==> config.mk <==
export PLATFORM = sky130hd
export DESIGN_NAME = i2c_reset_call_detector
export DESIGN_NICKNAME = d
export VERILOG_FILES = /design/src/rtl/swrst_pkg.sv /design/src/rtl/swrst_datapath.sv /design/src/rtl/swrst_ctrl.sv /design/src/rtl/i2c_reset_call_detector.sv
export SDC_FILE = /design/constraint.sdc
export NUM_CORES = 1
export LEC_CHECK = 0
export CAP_MARGIN = 20
export CORE_MARGIN = 2
export CORE_UTILIZATION = 25
export DETAILED_ROUTE_END_ITERATION = 16
export GPL_ROUTABILITY_DRIVEN = 1
export SYNTH_ARGS = -nofsm -noshare
export SYNTH_HDL_FRONTEND = slang
export SYNTH_HIERARCHICAL = 1
export SYNTH_SLANG_ARGS = --single-unit
==> constraint.sdc <==
create_clock -name clk -period 5.6 [get_ports clk]
set_clock_uncertainty 0.15 [all_clocks]
set_input_delay 0.56 -clock clk [delete_from_list [all_inputs] [get_ports clk]]
set_output_delay 0.56 -clock clk [all_outputs]
set_load 0.05 [all_outputs]
==> src/rtl/swrst_pkg.sv <==
package swrst_pkg;

  // Bus events reported by the datapath to the control.
  typedef struct packed {
    logic startSeen;
    logic stopSeen;
    logic byteDone;
    logic midByte;
  } busEvt_t;

  // Strobes from control to the datapath.
  typedef struct packed {
    logic ackArm;
  } ctrlCmd_t;

  typedef enum logic [2:0] {
    ST_IDLE,
    ST_ADDR,
    ST_KEY0,
    ST_KEY1,
    ST_ARMED,
    ST_DEAF
  } seqState_t;

endpackage

==> src/rtl/swrst_datapath.sv <==
module swrst_datapath
  import swrst_pkg::*;
#(
  parameter int SYNC_STAGES = 2,
  parameter int BYTE_W      = 8
) (
  input  logic              clk,
  input  logic              rstN,
  input  logic              sclIn,
  input  logic              sdaIn,
  input  ctrlCmd_t          cmd,
  output busEvt_t           evt,
  output logic [BYTE_W-1:0] byteVal,
  output logic              sdaPullDown
);

  localparam int CNT_W = $clog2(BYTE_W + 2);
  localparam logic [CNT_W-1:0] LAST_DATA = CNT_W'(BYTE_W - 1);
  localparam logic [CNT_W-1:0] ACK_SLOT  = CNT_W'(BYTE_W);
  localparam logic [CNT_W-1:0] ACK_DONE  = CNT_W'(BYTE_W + 1);
  localparam logic [CNT_W-1:0] MID_EDGES = CNT_W'(2);

  // Two lines are synchronized: index 1 is SCL, index 0 is SDA.
  logic [1:0] lineRaw;
  logic [1:0] lineSync;
  assign lineRaw = {sclIn, sdaIn};

  for (genvar g = 0; g < 2; g++) begin : g_sync
    logic [SYNC_STAGES-1:0] stg;
    always_ff @(posedge clk or negedge rstN) begin
      if (!rstN) stg <= '1;
      else       stg <= {stg[SYNC_STAGES-2:0], lineRaw[g]};
    end
    assign lineSync[g] = stg[SYNC_STAGES-1];
  end

  logic sclS, sdaS, sclP, sdaP;
  assign sclS = lineSync[1];
  assign sdaS = lineSync[0];

  always_ff @(posedge clk or negedge rstN) begin
    if (!rstN) begin
      sclP <= 1'b1;
      sdaP <= 1'b1;
    end else begin
      sclP <= sclS;
      sdaP <= sdaS;
    end
  end

  logic sclRise, sclFall, startNow, stopNow;
  assign sclRise  = sclS & ~sclP;
  assign sclFall  = ~sclS & sclP;
  assign startNow = sclS & sclP & sdaP & ~sdaS;
  assign stopNow  = sclS & sclP & ~sdaP & sdaS;

  logic [CNT_W-1:0]  bitCnt;
  logic [BYTE_W-2:0] shiftQ;
  logic              ackPend;
  logic              ackOn;

  always_ff @(posedge clk or negedge rstN) begin
    if (!rstN) begin
      bitCnt  <= '0;
      shiftQ  <= '0;
      ackPend <= 1'b0;
      ackOn   <= 1'b0;
    end else if (startNow || stopNow) begin
      bitCnt  <= '0;
      ackPend <= 1'b0;
      ackOn   <= 1'b0;
    end else begin
      if (cmd.ackArm) ackPend <= 1'b1;
      if (sclRise) begin
        if (bitCnt < ACK_SLOT)  shiftQ <= {shiftQ[BYTE_W-3:0], sdaS};
        if (bitCnt <= ACK_SLOT) bitCnt <= bitCnt + 1'b1;
      end else if (sclFall) begin
        if (bitCnt == ACK_SLOT) begin
          ackOn   <= ackPend;
          ackPend <= 1'b0;
        end else if (bitCnt == ACK_DONE) begin
          ackOn  <= 1'b0;
          bitCnt <= '0;
        end
      end
    end
  end

  always_comb begin
    evt.startSeen = startNow;
    evt.stopSeen  = stopNow;
    evt.byteDone  = sclRise && (bitCnt == LAST_DATA);
    evt.midByte   = (bitCnt >= MID_EDGES);
  end

  assign byteVal     = {shiftQ, sdaS};
  assign sdaPullDown = ackOn;

  // The pull-down may only start while SCL is low.
  assert_ack_rises_scl_low_R8 : assert property (@(posedge clk) disable iff (!rstN)
    $rose(ackOn) |-> !sclS);

  // The pull-down ends with SCL low, or because a framing event was seen.
  assert_ack_falls_quiet_R8 : assert property (@(posedge clk) disable iff (!rstN)
    $fell(ackOn) |-> (!sclS || $past(startNow || stopNow)));

  // A START or STOP always leaves SDA released.
  assert_release_on_frame_R7 : assert property (@(posedge clk) disable iff (!rstN)
    (startNow || stopNow) |=> !ackOn);

endmodule

==> src/rtl/swrst_ctrl.sv <==
module swrst_ctrl
  import swrst_pkg::*;
#(
  parameter int                BYTE_W    = 8,
  parameter logic [BYTE_W-1:0] ADDR_BYTE = 8'h06,
  parameter logic [BYTE_W-1:0] KEY0      = 8'hA5,
  parameter logic [BYTE_W-1:0] KEY1      = 8'h5A
) (
  input  logic              clk,
  input  logic              rstN,
  input  busEvt_t           evt,
  input  logic [BYTE_W-1:0] byteVal,
  output ctrlCmd_t          cmd,
  output logic              clearPulse
);

  seqState_t state, stateNxt;
  logic      armNow, fireNow;

  always_comb begin
    stateNxt = state;
    armNow   = 1'b0;
    fireNow  = 1'b0;
    if (evt.startSeen) begin
      stateNxt = evt.midByte ? ST_IDLE : ST_ADDR;
    end else if (evt.stopSeen) begin
      fireNow  = (state == ST_ARMED) && !evt.midByte;
      stateNxt = ST_IDLE;
    end else if (evt.byteDone) begin
      case (state)
        ST_ADDR: begin
          armNow   = (byteVal == ADDR_BYTE);
          stateNxt = armNow ? ST_KEY0 : ST_DEAF;
        end
        ST_KEY0: begin
          armNow   = (byteVal == KEY0);
          stateNxt = armNow ? ST_KEY1 : ST_DEAF;
        end
        ST_KEY1: begin
          armNow   = (byteVal == KEY1);
          stateNxt = armNow ? ST_ARMED : ST_DEAF;
        end
        ST_ARMED: stateNxt = ST_DEAF;
        default:  stateNxt = state;
      endcase
    end
  end

  always_ff @(posedge clk or negedge rstN) begin
    if (!rstN) begin
      state      <= ST_IDLE;
      clearPulse <= 1'b0;
    end else begin
      state      <= stateNxt;
      clearPulse <= fireNow;
    end
  end

  assign cmd.ackArm = armNow;

  assert_single_cycle_pulse_R5 : assert property (@(posedge clk) disable iff (!rstN)
    clearPulse |=> !clearPulse);

  assert_pulse_follows_stop_R5 : assert property (@(posedge clk) disable iff (!rstN)
    clearPulse |-> $past(evt.stopSeen));

  assert_arm_advances_R2 : assert property (@(posedge clk) disable iff (!rstN)
    cmd.ackArm |=> (state == ST_KEY0 || state == ST_KEY1 || state == ST_ARMED));

  assert_start_no_clear_R6 : assert property (@(posedge clk) disable iff (!rstN)
    evt.startSeen |=> !clearPulse);

endmodule

==> src/rtl/i2c_reset_call_detector.sv <==
module i2c_reset_call_detector
  import swrst_pkg::*;
#(
  parameter int                SYNC_STAGES = 2,
  parameter int                BYTE_W      = 8,
  parameter logic [BYTE_W-1:0] ADDR_BYTE   = 8'h06,
  parameter logic [BYTE_W-1:0] KEY0        = 8'hA5,
  parameter logic [BYTE_W-1:0] KEY1        = 8'h5A
) (
  input  logic clk,
  input  logic supplyOk,
  input  logic sclIn,
  input  logic sdaIn,
  output logic sdaPullDown,
  output logic clearPulse
);

  busEvt_t           evt;
  ctrlCmd_t          cmd;
  logic [BYTE_W-1:0] byteVal;

  swrst_datapath #(
    .SYNC_STAGES(SYNC_STAGES),
    .BYTE_W     (BYTE_W)
  ) dp_i (
    .clk        (clk),
    .rstN       (supplyOk),
    .sclIn      (sclIn),
    .sdaIn      (sdaIn),
    .cmd        (cmd),
    .evt        (evt),
    .byteVal    (byteVal),
    .sdaPullDown(sdaPullDown)
  );

  swrst_ctrl #(
    .BYTE_W   (BYTE_W),
    .ADDR_BYTE(ADDR_BYTE),
    .KEY0     (KEY0),
    .KEY1     (KEY1)
  ) ctrl_i (
    .clk       (clk),
    .rstN      (supplyOk),
    .evt       (evt),
    .byteVal   (byteVal),
    .cmd       (cmd),
    .clearPulse(clearPulse)
  );

endmodule

==> results of run 1 <==
[stage by stage]
stage	cells	hold WS, ns
after floorplan	117	0.114
after global placement	187	0.196
after detailed placement	187	0.197
after CTS	191	0.210
after global routing	192	0.213
final	192	0.208
[worst min-delay path by stage]
stage	from	to	depth (start not counted)
6_report	dp_i/g_sync[1].stg[0]	dp_i/g_sync[1].stg[1]	0
5_1_grt	dp_i/g_sync[1].stg[0]	dp_i/g_sync[1].stg[1]	0
4_1_cts	dp_i/g_sync[1].stg[0]	dp_i/g_sync[1].stg[1]	0
3_5_place_dp	dp_i/g_sync[1].stg[0]	dp_i/g_sync[1].stg[1]	0
3_3_place_gp	dp_i/g_sync[0].stg[0]	dp_i/g_sync[0].stg[1]	0
2_1_floorplan	supplyOk	ctrl_i/clearPulse	0
[cell usage after synthesis (2+ instances only)]
cell       instances  area (sq um)
nand2_1            9          33.8
a211oi_1           2          15.0
o21ai_0            5          25.0
nor3_1             5          25.0
nand4bb_1          3          33.8
ha_1               6          75.1
dfstp_2            6           158
nor2_4             2          22.5
nor4b_1            2          17.5
inv_1              7          26.3
nor2_1             5          18.8
or4_1              2          15.0
and2_1             2          12.5
dfrtp_1           17           425
or4b_4             2          27.5
buf_4              3          22.5
mux2_2             4          45.0
a21oi_1            5          25.0
mux2_1             3          33.8
nand2b_1           2          12.5
[report_power, final]
part / switching [uW] / internal, uW / leakage, uW
combinational: 39.9 / 45.7 / 0.000251
clock: 54.4 / 50.3 / 0.0000217
sequential: 31.2 / 195 / 0.000284
[metal layers]
layer / vias to the layer above / track usage / share of wire
met5: - / 0 / 0
met4: 0 / 0.0382 / 0.0091
met3: 2 / 0.0201 / 0.029
met2: 19 / 0.120 / 0.46
met1: 439 / 0.116 / 0.50
li1: 438 / - / -
[worst reg2reg max path: cells and delay by family (launching register included)]
| family | cells | cell delay (ns) |
|---|---|---|
| AOI/OAI and AO/OA | 1 | 0.20 |
| muxes | 1 | 0.07 |
| adders and majority gates | 1 | 0.23 |
| and+or+nand+nor | 4 | 1.01 |
| DFF | 1 | 0.56 |
[area by class of cell]
| cell class | instances | area, sq um | share of cell area |
|---|---|---|---|
| repair buffers | 6 | 77.6 | 0.0519 |
| clock buffers | 3 | 41.3 | 0.0276 |
| inverters | 7 | 26.3 | 0.0176 |
| well taps | 70 | 87.6 | 0.0586 |
| clock inverters | 1 | 7.51 | 0.00503 |
| multi-input cells | 82 | 671 | 0.449 |
| flip-flops and latches | 23 | 583 | 0.390 |
[sequential cells by signal, summed over array words and instances (netlist names)]
| name | count |
|---|---|
| dp_i/ackPend | 1 |
| ctrl_i/state | 3 |
| dp_i/bitCnt | 4 |
| ctrl_i/clearPulse | 1 |
| dp_i/sdaPullDown | 1 |
| dp_i/shiftQ | 7 |
| dp_i/sclP | 1 |
| dp_i/sdaP | 1 |
| dp_i/g_sync.stg | 4 |
[cell families (layout without fill, tap and decap cells)]
| family | Yosys count | after routing | synth area share |
|---|---|---|---|
| fa+ha+maj | 6 | 6 | 0.0569 |
| simple gates | 43 | 43 | 0.231 |
| mux | 8 | 8 | 0.0674 |
| xor+xnor | 2 | 2 | 0.0133 |
| compound gates | 23 | 23 | 0.140 |
| flops | 23 | 23 | 0.442 |
| buf+inv | 12 | 17 | 0.0493 |
==> results.json, run 1 <==
{
  "synthFlopType": "dfrtp_1",
  "routed_wirelength_microns": 2300,
  "holdCritPathClass": "flip-flop to flip-flop",
  "drv_cap": 0,
  "path_class": "flip-flop to flip-flop",
  "reg2reg_slack_ns": 3.26,
  "grt-ovfl-total": 0,
  "nFillCells": 517,
  "vias_per_cell": 4.68,
  "clkTransAtPathRegs_ns": 0.08,
  "grt_max_degree": 24,
  "synth_seq_area_share": 0.442,
  "yosys_warnings": 6,
  "layout_min_cycle_time_ns": 2.34,
  "h-tree-depth": 1,
  "cts_root_buf": "clkbuf_8",
  "fin_util": 0.293,
  "postCtsSetupBuffers": 0,
  "cp-end-kind": "flip-flop",
  "numCtsBuffers": 3,
  "crit_path_end": "ctrl_i/state[0]",
  "holdBufCountCts": 0,
  "cts_tree": "built",
  "post_cts_resized": 0,
  "core_area_sq_um": 5110,
  "rsz0062_at_grt": "no",
  "postRouteAntennaNets": 0,
  "drtIter0Drc": 60,
  "cp_data_arrival_time_ns": 2.35,
  "synth.avg_cell_area_sq_um": 11.3,
  "worst-path-buf-inv": 0,
  "cts_sinks": 23,
  "finalWeightedCongestion": 0.845,
  "rows": 26,
  "powerDensity_nw_per_um2": 279,
  "num_antenna_cells": 0,
  "crit_start": "dp_i/g_sync[1].stg[1]",
  "cts_buffer_depth": 2,
  "rr_endpoint": "ctrl_i/state[0]",
  "syn_to_final_growth_pct": 13.3,
  "r2r_start": "dp_i/g_sync[1].stg[1]",
  "dr.pass1.iters": 4,
  "initial_core_util": 0.258,
  "die_w_microns": 76.6,
  "stdcell_area_sq_um": 1490,
  "die_area_sq_um": 5870,
  "start_kind": "flip-flop",
  "fmax_mhz": 427,
  "slew_headroom": 0.621,
  "cp_max_fo": 5,
  "finalSetupTns_ns": 0,
  "synth_area_sq_um": 1320,
  "synth.distinct_cells": 45,
  "r2r_cells": 7,
  "syn_inst": 117,
  "ys_ff_latch": 23,
  "ios": 6,
  "layout_common_cells": "dfrtp_1 (17), nand2_1 (9), inv_1 (7)",
  "slowest_stage": "dfstp_2",
  "synthArstFlopShare": 1.00,
  "hpwl_microns": 1650,
  "grt_pass1_vias": 897,
  "worstPathRequired_ns": 5.61,
  "post-place-ws_ns": 3.31,
  "syn-num-nets": 127,
  "insertion_delay_ns": 0.26,
  "grt_pass1_wl_microns": 4060,
  "place_area_sq_um": 1420,
  "grt_usage": 0.0830,
  "vias": 898,
  "status": "finished clean",
  "fp.dieH_microns": 76.6,
  "setup_viol": 0,
  "timing.final.ws_setup_ns": 3.26,
  "drv_slew": 0,
  "peakVddDrop_mv": 0.0905,
  "cp_num_cells": 7,
  "fin_nets": 133,
  "drc": 0,
  "antenna_found_initial": 0,
  "p_leak_uw": 0.000557,
  "timing.final.crit_share": 0.418,
  "layout_commonest_cell": "dfrtp_1",
  "tightestPinTransition_ns": 0.564,
  "cpPeakStageDelay_ns": 0.56,
  "synth-edff-count": 0,
  "routedWlPerCell_microns": 12.0,
  "critPathTopFamily": "simple AND/OR/NAND/NOR gates",
  "p_total_uw": 416,
  "finalHoldViolations": 0,
  "drive_gt1_frac": 0.213,
  "crit_chain": "ha_1 -> nand2_1 -> nor3_1 -> or2b_2 -> nand3b_1 -> mux2i_1 -> a41o_1",
  "portBuffers": 5
}
No activity file was read; power rests on OpenSTA's default activity.
==> run 2, diff against run 1 <==
==> constraint.sdc (replaced) <==
create_clock -name clk -period 2.2 [get_ports clk]
set_clock_uncertainty 0.15 [all_clocks]
set_input_delay 0.22 -clock clk [delete_from_list [all_inputs] [get_ports clk]]
set_output_delay 0.22 -clock clk [all_outputs]
set_load 0.05 [all_outputs]
==> run 2 against run 1 <==
  * Register-to-register slack worse by 3.1 ns
  * Total power rose to 2.6 times the previous value
  * Fmax rose by 13%
  * Core utilization increased by 0.44 points
  * Routed wire length up 9.3%
  * Global-route usage rose by 0.98 points
  * First-iteration DRC count grew 17%
  * Clock power grew to 2.5 times the previous value
  * Critical path type unchanged
==> results.json, run 2 (synthesis gave the netlist of run 1 again) <==
{
  "status": "finished clean",
  "tightestPinTransition_ns": 0.494,
  "nFillCells": 537,
  "num_antenna_cells": 0,
  "grt_usage": 0.0928,
  "rsz0062_at_grt": "no",
  "routed_wirelength_microns": 2520,
  "portBuffers": 5,
  "powerDensity_nw_per_um2": 714,
  "start_kind": "flip-flop",
  "postRouteAntennaNets": 0,
  "peakVddDrop_mv": 0.274,
  "finalHoldViolations": 0,
  "fp.dieH_microns": 76.6,
  "cts_sinks": 23,
  "met3_usage": 0.0107,
  "p_total_uw": 1080,
  "cp_max_fo": 5,
  "core_area_sq_um": 5110,
  "p_leak_uw": 0.000572,
  "initial_core_util": 0.258,
  "fin_nets": 137,
  "insertion_delay_ns": 0.27,
  "ios": 6,
  "reg2reg_slack_ns": 0.13,
  "setup_viol": 0,
  "drive_gt1_frac": 0.246,
  "multi_input_area_sq_um": 687,
  "layout_min_cycle_time_ns": 2.07,
  "cts_buffer_depth": 2,
  "cp_data_arrival_time_ns": 2.08,
  "slew_headroom": 0.669,
  "routedWlPerCell_microns": 12.8,
  "clkTransAtPathRegs_ns": 0.08,
  "grt-ovfl-total": 0,
  "grt_pass1_vias": 898,
  "use_met2": 0.139,
  "drc": 0,
  "numCtsBuffers": 3,
  "die_w_microns": 76.6,
  "antenna_found_initial": 0,
  "cts_tree": "built",
  "finalSetupTns_ns": 0,
  "grt.busiest_layer": "met2",
  "top_regs": "dp_i/shiftQ (7), dp_i/bitCnt (4), dp_i/g_sync.stg (4)",
  "layout_common_cells": "dfrtp_1 (17), nand2_1 (9), inv_1 (7)",
  "fin_util": 0.297,
  "layout_commonest_cell": "dfrtp_1",
  "path_class": "flip-flop to flip-flop",
  "vias_per_cell": 4.61,
  "seq_area_sq_um": 583,
  "slowest_stage": "dfstp_2",
  "cpPeakStageDelay_ns": 0.57,
  "drv_cap": 0,
  "holdBufCountCts": 0,
  "finalWeightedCongestion": 0.772,
  "worstPathRequired_ns": 2.21,
  "cp-end-kind": "flip-flop",
  "fmax_mhz": 483,
  "crit_chain": "ha_2 -> nand2_1 -> nor3_2 -> or2b_2 -> nand3b_1 -> mux2i_1 -> a41o_1",
  "largest_reg_flops": 7,
  "drv_slew": 0,
  "holdCritPathClass": "input pin to asynchronous set/reset pin",
  "die_area_sq_um": 5870,
  "h-tree-depth": 1,
  "syn_to_final_growth_pct": 15.0,
  "grt_max_degree": 24,
  "vias": 903,
  "drtIter0Drc": 70,
  "timing.final.crit_share": 0.942,
  "rows": 26,
  "hpwl_microns": 1810,
  "dr.pass1.iters": 4,
  "use_met1": 0.129,
  "grt_pass1_wl_microns": 4370,
  "cts_root_buf": "clkbuf_8",
  "largest-register": "dp_i/shiftQ"
}
==> run 2: report_power, final <==
group / total [uW] / internal (uW) / switching, uW
registers: 567 / 495 / 72.0
clock network: 267 / 129 / 138
logic: 248 / 130 / 118
==> run 2: metrics by stage <==
stage	hold slack [ns]	area [sq um]	worst slack (ns)	std cells
2_1_floorplan	-0.226	1320	0.135	117
3_3_place_gp	0.196	1460	0.0664	192
3_5_place_dp	0.200	1460	0.00363	192
4_1_cts	0.155	1510	0.0838	196
5_1_grt	0.157	1520	0.0114	196
6_report	0.147	1520	0.128	196
==> run 2: worst max-delay path: cells and delay by family (launching register included) <==
| kind | cells | cell delay [ns] |
|---|---|---|
| adders and majority gates | 1 | 0.23 |
| and+or+nand+nor | 4 | 0.73 |
| DFF | 1 | 0.57 |
| AOI/OAI and AO/OA | 1 | 0.21 |
| muxes | 1 | 0.08 |
==> run 2: final timing paths <==
| path | end | cells past startpoint | from |
|---|---|---|---|
| max reg2reg | ctrl_i/state[0] | 7 | dp_i/g_sync[1].stg[1] |
| min in group clk | dp_i/g_sync[0].stg[1] | 0 | dp_i/g_sync[0].stg[0] |
| min reg2reg | dp_i/g_sync[0].stg[1] | 0 | dp_i/g_sync[0].stg[0] |
| max | ctrl_i/state[0] | 7 | dp_i/g_sync[1].stg[1] |
| min | dp_i/bitCnt[1] | 2 | supplyOk |
| max in group asynchronous | dp_i/g_sync[1].stg[0] | 2 | supplyOk |
==> run 2: what timing repair did <==
item / in CTS / in global routing
resized for setup: 1 / 2
setup buffers: 0 / 0
endpoints found under the setup margin: 1 / 4
==> run 2: area by class of cell <==
cell class | instances | area share
repair buffers | 10 | 0.0578
clock buffers | 4 | 0.0297
well taps | 70 | 0.0578
flip-flops and latches | 23 | 0.384
multi-input cells | 82 | 0.453
inverters | 7 | 0.0173
==> run 2: routing by layer <==
layer  up-vias  part of all wire
li1        444                 -
met3         4            0.0091
met1       447              0.52
met5         -                 0
met2         8              0.45
met4         0             0.021
